**src/rtl/aud_srgen_pkg.sv**
```systemverilog
package aud_srgen_pkg;

  typedef enum logic {
    SEL_TIMING = 1'b0,
    SEL_CTRL   = 1'b1
  } srg_sel_e;

  // Control word, bit 0 upward: gen_run, fs_run, fs_low, gen_mode
  typedef struct packed {
    logic gen_mode;   // 1: periodic frame sync, 0: per-word sync
    logic fs_low;     // 1: active-low sync
    logic fs_run;     // frame-sync stage enable
    logic gen_run;    // divider enable
  } srg_ctrl_t;

  localparam int CTRL_W = $bits(srg_ctrl_t);

  localparam srg_ctrl_t CTRL_RST = '{gen_mode: 1'b1, fs_low: 1'b0,
                                     fs_run: 1'b0, gen_run: 1'b0};

endpackage

```
**src/rtl/aud_srgen_cfg.sv**
```systemverilog
module aud_srgen_cfg
  import aud_srgen_pkg::*;
#(
  parameter int DIV_W   = 8,
  parameter int WID_W   = 8,
  parameter int PER_W   = 12,
  parameter int DEF_WID = 15,
  parameter int DEF_PER = 31
) (
  input  logic                         clk,
  input  logic                         rst_n,
  input  logic                         we,
  input  logic                         sel,
  input  logic [DIV_W+WID_W+PER_W-1:0] wdata,
  output logic [DIV_W-1:0]             div,
  output logic [WID_W-1:0]             wid,
  output logic [PER_W-1:0]             per,
  output srg_ctrl_t                    ctrl
);

  localparam int WID_LSB = DIV_W;
  localparam int PER_LSB = WID_LSB + WID_W;
  localparam logic [WID_W-1:0] WID_RST = WID_W'(DEF_WID);
  localparam logic [PER_W-1:0] PER_RST = PER_W'(DEF_PER);

  logic [DIV_W-1:0] div_q, div_d;
  logic [WID_W-1:0] wid_q, wid_d;
  logic [PER_W-1:0] per_q, per_d;
  srg_ctrl_t        ctrl_q, ctrl_d;
  logic             tim_wr, ctl_wr;

  always_comb begin
    tim_wr = we && (srg_sel_e'(sel) == SEL_TIMING);
    ctl_wr = we && (srg_sel_e'(sel) == SEL_CTRL);
    div_d  = div_q;
    wid_d  = wid_q;
    per_d  = per_q;
    ctrl_d = ctrl_q;
    if (tim_wr) begin
      div_d = wdata[DIV_W-1:0];
      wid_d = wdata[WID_LSB +: WID_W];
      per_d = wdata[PER_LSB +: PER_W];
    end
    if (ctl_wr) begin
      ctrl_d = srg_ctrl_t'(wdata[CTRL_W-1:0]);
    end
  end

  always_ff @(posedge clk or negedge rst_n) begin
    if (!rst_n) begin
      div_q  <= '0;
      wid_q  <= WID_RST;
      per_q  <= PER_RST;
      ctrl_q <= CTRL_RST;
    end else begin
      if (tim_wr) begin
        div_q <= div_d;
        wid_q <= wid_d;
        per_q <= per_d;
      end
      if (ctl_wr) begin
        ctrl_q <= ctrl_d;
      end
    end
  end

  assign div  = div_q;
  assign wid  = wid_q;
  assign per  = per_q;
  assign ctrl = ctrl_q;

endmodule

```
**src/rtl/aud_srgen_div.sv**
```systemverilog
module aud_srgen_div #(
  parameter int DIV_W = 8
) (
  input  logic             clk,
  input  logic             rst_n,
  input  logic             run,
  input  logic [DIV_W-1:0] div,
  output logic             bclk,
  output logic             bclk_en,
  output logic             bit_tick
);

  localparam logic [DIV_W-1:0] ONE_D = DIV_W'(1);

  logic [DIV_W-1:0] cnt_q, cnt_d;
  logic             bclk_q, bclk_d;
  logic             en_q, en_d;
  logic             half_tick;

  always_comb begin
    half_tick = run && (cnt_q == '0);
    bit_tick  = half_tick && !bclk_q;
    cnt_d     = cnt_q;
    bclk_d    = bclk_q;
    en_d      = 1'b0;
    if (!run) begin
      cnt_d  = div;
      bclk_d = 1'b0;
    end else if (half_tick) begin
      cnt_d  = div;
      bclk_d = !bclk_q;
      en_d   = bit_tick;
    end else begin
      cnt_d  = cnt_q - ONE_D;
    end
  end

  always_ff @(posedge clk or negedge rst_n) begin
    if (!rst_n) begin
      cnt_q  <= '0;
      bclk_q <= 1'b0;
      en_q   <= 1'b0;
    end else begin
      cnt_q  <= cnt_d;
      bclk_q <= bclk_d;
      en_q   <= en_d;
    end
  end

  assign bclk    = bclk_q;
  assign bclk_en = en_q;

endmodule

```
**src/rtl/aud_srgen_fsync.sv**
```systemverilog
module aud_srgen_fsync #(
  parameter int PER_W = 12,
  parameter int WID_W = 8
) (
  input  logic             clk,
  input  logic             rst_n,
  input  logic             en,
  input  logic             gen_mode,
  input  logic             bit_tick,
  input  logic             word_req,
  input  logic [PER_W-1:0] per,
  input  logic [WID_W-1:0] wid,
  output logic             act
);

  localparam int CMP_W = (PER_W > WID_W) ? PER_W : WID_W;
  localparam logic [PER_W-1:0] ONE_P = PER_W'(1);

  logic [PER_W-1:0] pcnt_q, pcnt_d, cur, pos;
  logic [CMP_W-1:0] pos_x, wid_x;
  logic             started_q, started_d;
  logic             act_q, act_d;
  logic             pend_q, pend_d;
  logic             gen_act;

  // Down-counter position within the frame; pos counts bits since frame start
  always_comb begin
    cur     = (!started_q || (pcnt_q == '0)) ? per : (pcnt_q - ONE_P);
    pos     = per - cur;
    pos_x   = CMP_W'(pos);
    wid_x   = CMP_W'(wid);
    gen_act = (pos_x <= wid_x);
  end

  always_comb begin
    pcnt_d    = pcnt_q;
    started_d = started_q;
    act_d     = act_q;
    pend_d    = pend_q;
    if (!en) begin
      pcnt_d    = per;
      started_d = 1'b0;
      act_d     = 1'b0;
      pend_d    = 1'b0;
    end else if (gen_mode) begin
      pend_d = 1'b0;
      if (bit_tick) begin
        pcnt_d    = cur;
        started_d = 1'b1;
        act_d     = gen_act;
      end
    end else begin
      started_d = 1'b0;
      pend_d    = pend_q || word_req;
      if (bit_tick) begin
        act_d  = pend_q || word_req;
        pend_d = 1'b0;
      end
    end
  end

  always_ff @(posedge clk or negedge rst_n) begin
    if (!rst_n) begin
      pcnt_q    <= '0;
      started_q <= 1'b0;
      act_q     <= 1'b0;
      pend_q    <= 1'b0;
    end else begin
      pcnt_q    <= pcnt_d;
      started_q <= started_d;
      act_q     <= act_d;
      pend_q    <= pend_d;
    end
  end

  assign act = act_q;

endmodule

```
**src/rtl/aud_srgen.sv**
```systemverilog
module aud_srgen
  import aud_srgen_pkg::*;
#(
  parameter int DIV_W   = 8,
  parameter int WID_W   = 8,
  parameter int PER_W   = 12,
  parameter int DEF_WID = 15,
  parameter int DEF_PER = 31
) (
  input  logic                         clk,
  input  logic                         rst_n,
  input  logic                         cfg_we,
  input  logic                         cfg_sel,
  input  logic [DIV_W+WID_W+PER_W-1:0] cfg_wdata,
  input  logic                         tx_word_req,
  output logic                         bclk,
  output logic                         bclk_en,
  output logic                         fsync
);

  logic [DIV_W-1:0] div_v;
  logic [WID_W-1:0] wid_v;
  logic [PER_W-1:0] per_v;
  srg_ctrl_t        ctrl_v;
  logic             bit_tick;
  logic             fs_act;
  logic             gen_run_w, fs_run_w, fs_low_w, fs_en_w;

  aud_srgen_cfg #(
    .DIV_W(DIV_W), .WID_W(WID_W), .PER_W(PER_W),
    .DEF_WID(DEF_WID), .DEF_PER(DEF_PER)
  ) u_cfg (
    .clk(clk), .rst_n(rst_n), .we(cfg_we), .sel(cfg_sel), .wdata(cfg_wdata),
    .div(div_v), .wid(wid_v), .per(per_v), .ctrl(ctrl_v)
  );

  assign gen_run_w = ctrl_v.gen_run;
  assign fs_run_w  = ctrl_v.fs_run;
  assign fs_low_w  = ctrl_v.fs_low;
  assign fs_en_w   = gen_run_w && fs_run_w;

  aud_srgen_div #(.DIV_W(DIV_W)) u_div (
    .clk(clk), .rst_n(rst_n), .run(gen_run_w), .div(div_v),
    .bclk(bclk), .bclk_en(bclk_en), .bit_tick(bit_tick)
  );

  aud_srgen_fsync #(.PER_W(PER_W), .WID_W(WID_W)) u_fs (
    .clk(clk), .rst_n(rst_n), .en(fs_en_w), .gen_mode(ctrl_v.gen_mode),
    .bit_tick(bit_tick), .word_req(tx_word_req), .per(per_v), .wid(wid_v),
    .act(fs_act)
  );

  assign fsync = fs_act ^ fs_low_w;

endmodule

```
**config.mk**
```make
export PLATFORM = sky130hd
export DESIGN_NAME = aud_srgen
export DESIGN_NICKNAME = d
export VERILOG_FILES = /design/src/rtl/aud_srgen_pkg.sv /design/src/rtl/aud_srgen_cfg.sv /design/src/rtl/aud_srgen_div.sv /design/src/rtl/aud_srgen_fsync.sv /design/src/rtl/aud_srgen.sv
export SDC_FILE = /design/constraint.sdc
export NUM_CORES = 1
export LEC_CHECK = 0
export ABC_AREA = 1
export CORE_MARGIN = 2
export CORE_UTILIZATION = 50
export DETAILED_ROUTE_END_ITERATION = 8
export PLACE_DENSITY_LB_ADDON = 0.2
export SYNTH_ARGS = -nofsm -noshare
export SYNTH_HDL_FRONTEND = slang
export SYNTH_SLANG_ARGS = --single-unit
```
**constraint.sdc**
```tcl
create_clock -name clk -period 10.2 [get_ports clk]
set_input_delay 2.55 -clock clk [delete_from_list [all_inputs] [get_ports clk]]
set_output_delay 2.55 -clock clk [all_outputs]
set_load 0.1 [all_outputs]
```
==> results summary <==
The static leakage power came out at 2.03 nW. Ranked by instance count, the synthesized netlist is headed by nand2_1, inv_1, nor2_1. Measured against its own limit, the worst slew margin works out to 0.355. The flip-flop and latch area is 1440 um^2. The post-synthesis cell type count is 38.

The peak supply drop came out at 0.0000899 V. The fraction of the mapped netlist area in compound gates is 0.130. The number of gates resized after CTS was 0.

Setup repair after global routing left no endpoint under its margin. In this design, the stage delay of the slowest critical-path cell is 1.16 ns. The number of levels the H-tree was split into is 3. The worst setup path is launched from a flop.

The post-synthesis instance total is 474. The total via count after detailed routing came out at 3178. The number of warnings issued by yosys came out at 0. The number of sinks driven by the clock tree is 57. Summed over all failing endpoints, the final setup total negative slack is 0 ns. The net switching fraction of the power is 0.360. The number of global-route vias before repair came out at 3201. The number of setup violations in the final report is 0. The xor/xnor share of the synthesized area came out at 0.0379. The buffer depth of the longest clock path is 2. Derived from the worst setup path, the maximum achievable clock frequency is 216 MHz. The minimum period implied by the final worst setup slack is 4.62 ns. The multiplexer share of the synthesized area came out at 0.0365. The global routing usage on met1 is 0.310. The largest fanout on the critical path came out at 2. The average wire per standard cell is 13.1 um.

Summed over all layers, the global routing overflow is 0. The clock transition at the registers of the reported paths is 0.07 ns. The area growth from synthesis to layout is 17.6%. The floorplan die height came out at 90.0 um. Of the total synthesized cell area, the portion taken by full adders, half adders and majority gates is 0.0697. The combinational power share came out at 0.335.

The run finished with clean final reports. The met3 capacity usage during global routing is 0.0402. After synthesis, the largest family of logic cells by area is simple AND/OR/NAND/NOR gates.

Fill cells in the final layout number 666. The share of the core filled with cells came out at 0.603. The count of final hold-check violations was 0. The total of hold buffers inserted after clock tree synthesis is 0. The die covers 8100 um^2.

The row count is 31. The count of nets left with antenna violations once routing finished came out at 0. After detailed routing, the total wire length is 8090 um. Clock latency on the worst-skew pair, taken at its later pin, is 0.34 ns. The average instance area after synthesis is 7.80 um^2. The starting density of the core is 0.513. The final-stage net count is 566.

The antenna diode count came out at 0. The proportion of register bits with asynchronous set or reset after synthesis came out at 1.00. In this run the worst hold path is classified as reg2reg. The type of destination of the critical path is an output pin. The area of the mapped netlist is 3700 um^2. Once the clock tree was built, the setup fixing pass inserted 0 buffers. The post-detailed-route via-to-cell ratio came out at 5.15. The I/O pin total is 36. The first TritonRoute pass finished after 5 iterations. Entering global routing, the biggest net connects 58 pins. The overall fraction of global-route tracks in use is 0.221. The share of cells above drive strength 1 is 0.127. The clock group share of total power came out at 0.290. The global placement routability congestion is 0.959. For this block, the initial DRC count from the detailed router was 123.

The number of I/O port buffers came out at 35. Walking the worst path, the cells encountered are xor2_1 > clkdlybuf4s50_1. The number of slew-limit violations in the final report is 0. Counting the buffers created by CTS gives 9.

The clock root buffer master is clkbuf_8. The slowest cell on the critical path is clkdlybuf4s50_1. In this design, the largest share of critical-path delay is due to buffers and inverters. The fraction of synthesized cell area taken by the top area cell type came out at 0.318. The share of total power dissipated in sequential elements is 0.375. The finished cells cover 4350 um^2. The die width came out at 90.0 um. The met2 routing resource usage after global routing is 0.343.

The data arrival time of the critical path came out at 2.07 ns. The placed wire-length estimate after detailed placement is 6060 um. The global routing stage identified its most utilized layer as met2. TritonCTS built the clock tree.

The start-to-end type of the worst setup path is reg2out. Sorting the synthesized cells by area gives the leading types as dfrtp_1, nand2_1, dfstp_2. The total nets after synthesis came out at 527.

For the worst setup path, the data required time is 7.65 ns. The total power per unit cell area came out at 184 nW/um^2. In the final layout, the multi-input gates occupy 1990 um^2. The number of buffers and inverters on the critical path is 1.

After detailed routing, the number of remaining DRC violations is 0. The share of synthesized cell area in and, or, nand and nor gates is 0.263. For this run, the register share of the synthesized area comes to 0.389. After synthesis the netlist holds a flip-flop and latch count of 57. The post-route clock period utilization is 0.453. The core region is 7210 um^2.

Across the routed clock network, the largest skew measured is 0.0102 ns. The slew at the pin closest to its max-slew limit is 0.965 ns. The design internal power came out at 512 uW. The wire length of the first global-routing pass came out at 14700 um. The power dissipated by switching net loads came out at 289 uW. Among all cell types in the netlist, the one instantiated most often is nand2_1.

In this run, synthesis inferred 0 flip-flops with an integrated enable. The number of violations of the max-capacitance limit is 0. Of all cell types, the one taking the most synthesized area is dfrtp_1. The top flip-flop cell by instance count after synthesis is dfrtp_1.

The initial antenna violation count came out at 0. Once placement finished, the instance area stood at 4140 um^2. The smallest hold slack is 0.471 ns.
## path summary, 6_finish.rpt
path	slack, ns	end	start	cells past startpoint
max	5.58	fsync	u_cfg.ctrl[2]$_DFFE_PN0P_	2
min reg2reg	0.47	u_div.cnt_q[0]$_DFF_PN0_	u_div.cnt_q[0]$_DFF_PN0_	1
max in group asynchronous	7.38	u_cfg.per[8]$_DFFE_PN0P_	rst_n	2
min	0.47	u_div.cnt_q[0]$_DFF_PN0_	u_div.cnt_q[0]$_DFF_PN0_	1
min in group asynchronous	2.35	u_cfg.div[7]$_DFFE_PN0P_	rst_n	2
max reg2reg	5.93	u_fs.act$_DFFE_PN0P_	u_fs.pcnt_q[0]$_DFFE_PN0P_	28
## registers in the layout (all words and copies together) (netlist names)
signal and count:
u_cfg.div 8, u_cfg.per 12, u_fs.pcnt_q 12, u_cfg.ctrl 4, u_div.bclk_en 1, u_div.cnt_q 8
u_fs.started_q 1, u_fs.act 1, u_cfg.wid 8, u_fs.pend_q 1, u_div.bclk 1
## metrics by stage
step,instances,setup WS [ns],total power [mW]
after floorplan,474,5.84,0.499
after global placement,601,5.94,0.562
after detailed placement,601,5.96,0.569
after CTS,617,5.57,0.805
after global routing,617,5.45,0.864
final,617,5.58,0.801
## kinds of logic after synthesis
logic type | after synthesis
and+or+nand+nor | 210
AOI/OAI and AO/OA | 90
buffers and inverters | 69
DFF | 57
adders and majority gates | 20
xor gates and xnor gates | 16
muxes | 12
## area by class of cell
class	instances	share of cell area
multi-input cells	348	0.457
flip-flops and latches	57	0.331
repair buffers	37	0.0829
inverters	60	0.0524
clock buffers	11	0.0302
well taps	99	0.0285
clock inverters	5	0.0187
## power by group through the flow
stage	Clock [mW]	Sequential, mW	Combinational, mW
after global placement	0	0.302	0.260
after CTS	0.237	0.300	0.268
final	0.232	0.300	0.269
after floorplan	0	0.296	0.203
after detailed placement	0	0.304	0.265
after global routing	0.250	0.306	0.309
## per-layer routing
| layer | part of all wire | wire, um |
|---|---|---|
| met1 | 0.51 | 4100 |
| met5 | 0 | 0 |
| met4 | 0.021 | 168 |
| met2 | 0.44 | 3580 |
| met3 | 0.030 | 245 |
## layout by cell type, fill, tap and decap left out, types with 4 or more instances in the layout
cell type / instances
o21ai_0: 46
o211ai_1: 4
clkbuf_8: 9
xor2_1: 10
nand4_1: 4
nor2_2: 8
inv_1: 58
nand2_2: 4
dfstp_2: 10
clkdlybuf4s50_1: 34
nand3_1: 25
nand2_1: 100
xnor2_1: 6
nor2_1: 49
nor3_1: 5
ha_1: 19
mux2_2: 12
dfrtp_1: 47
a21oi_1: 31
nand3_2: 5
No activity file was read; power rests on OpenSTA's default activity.
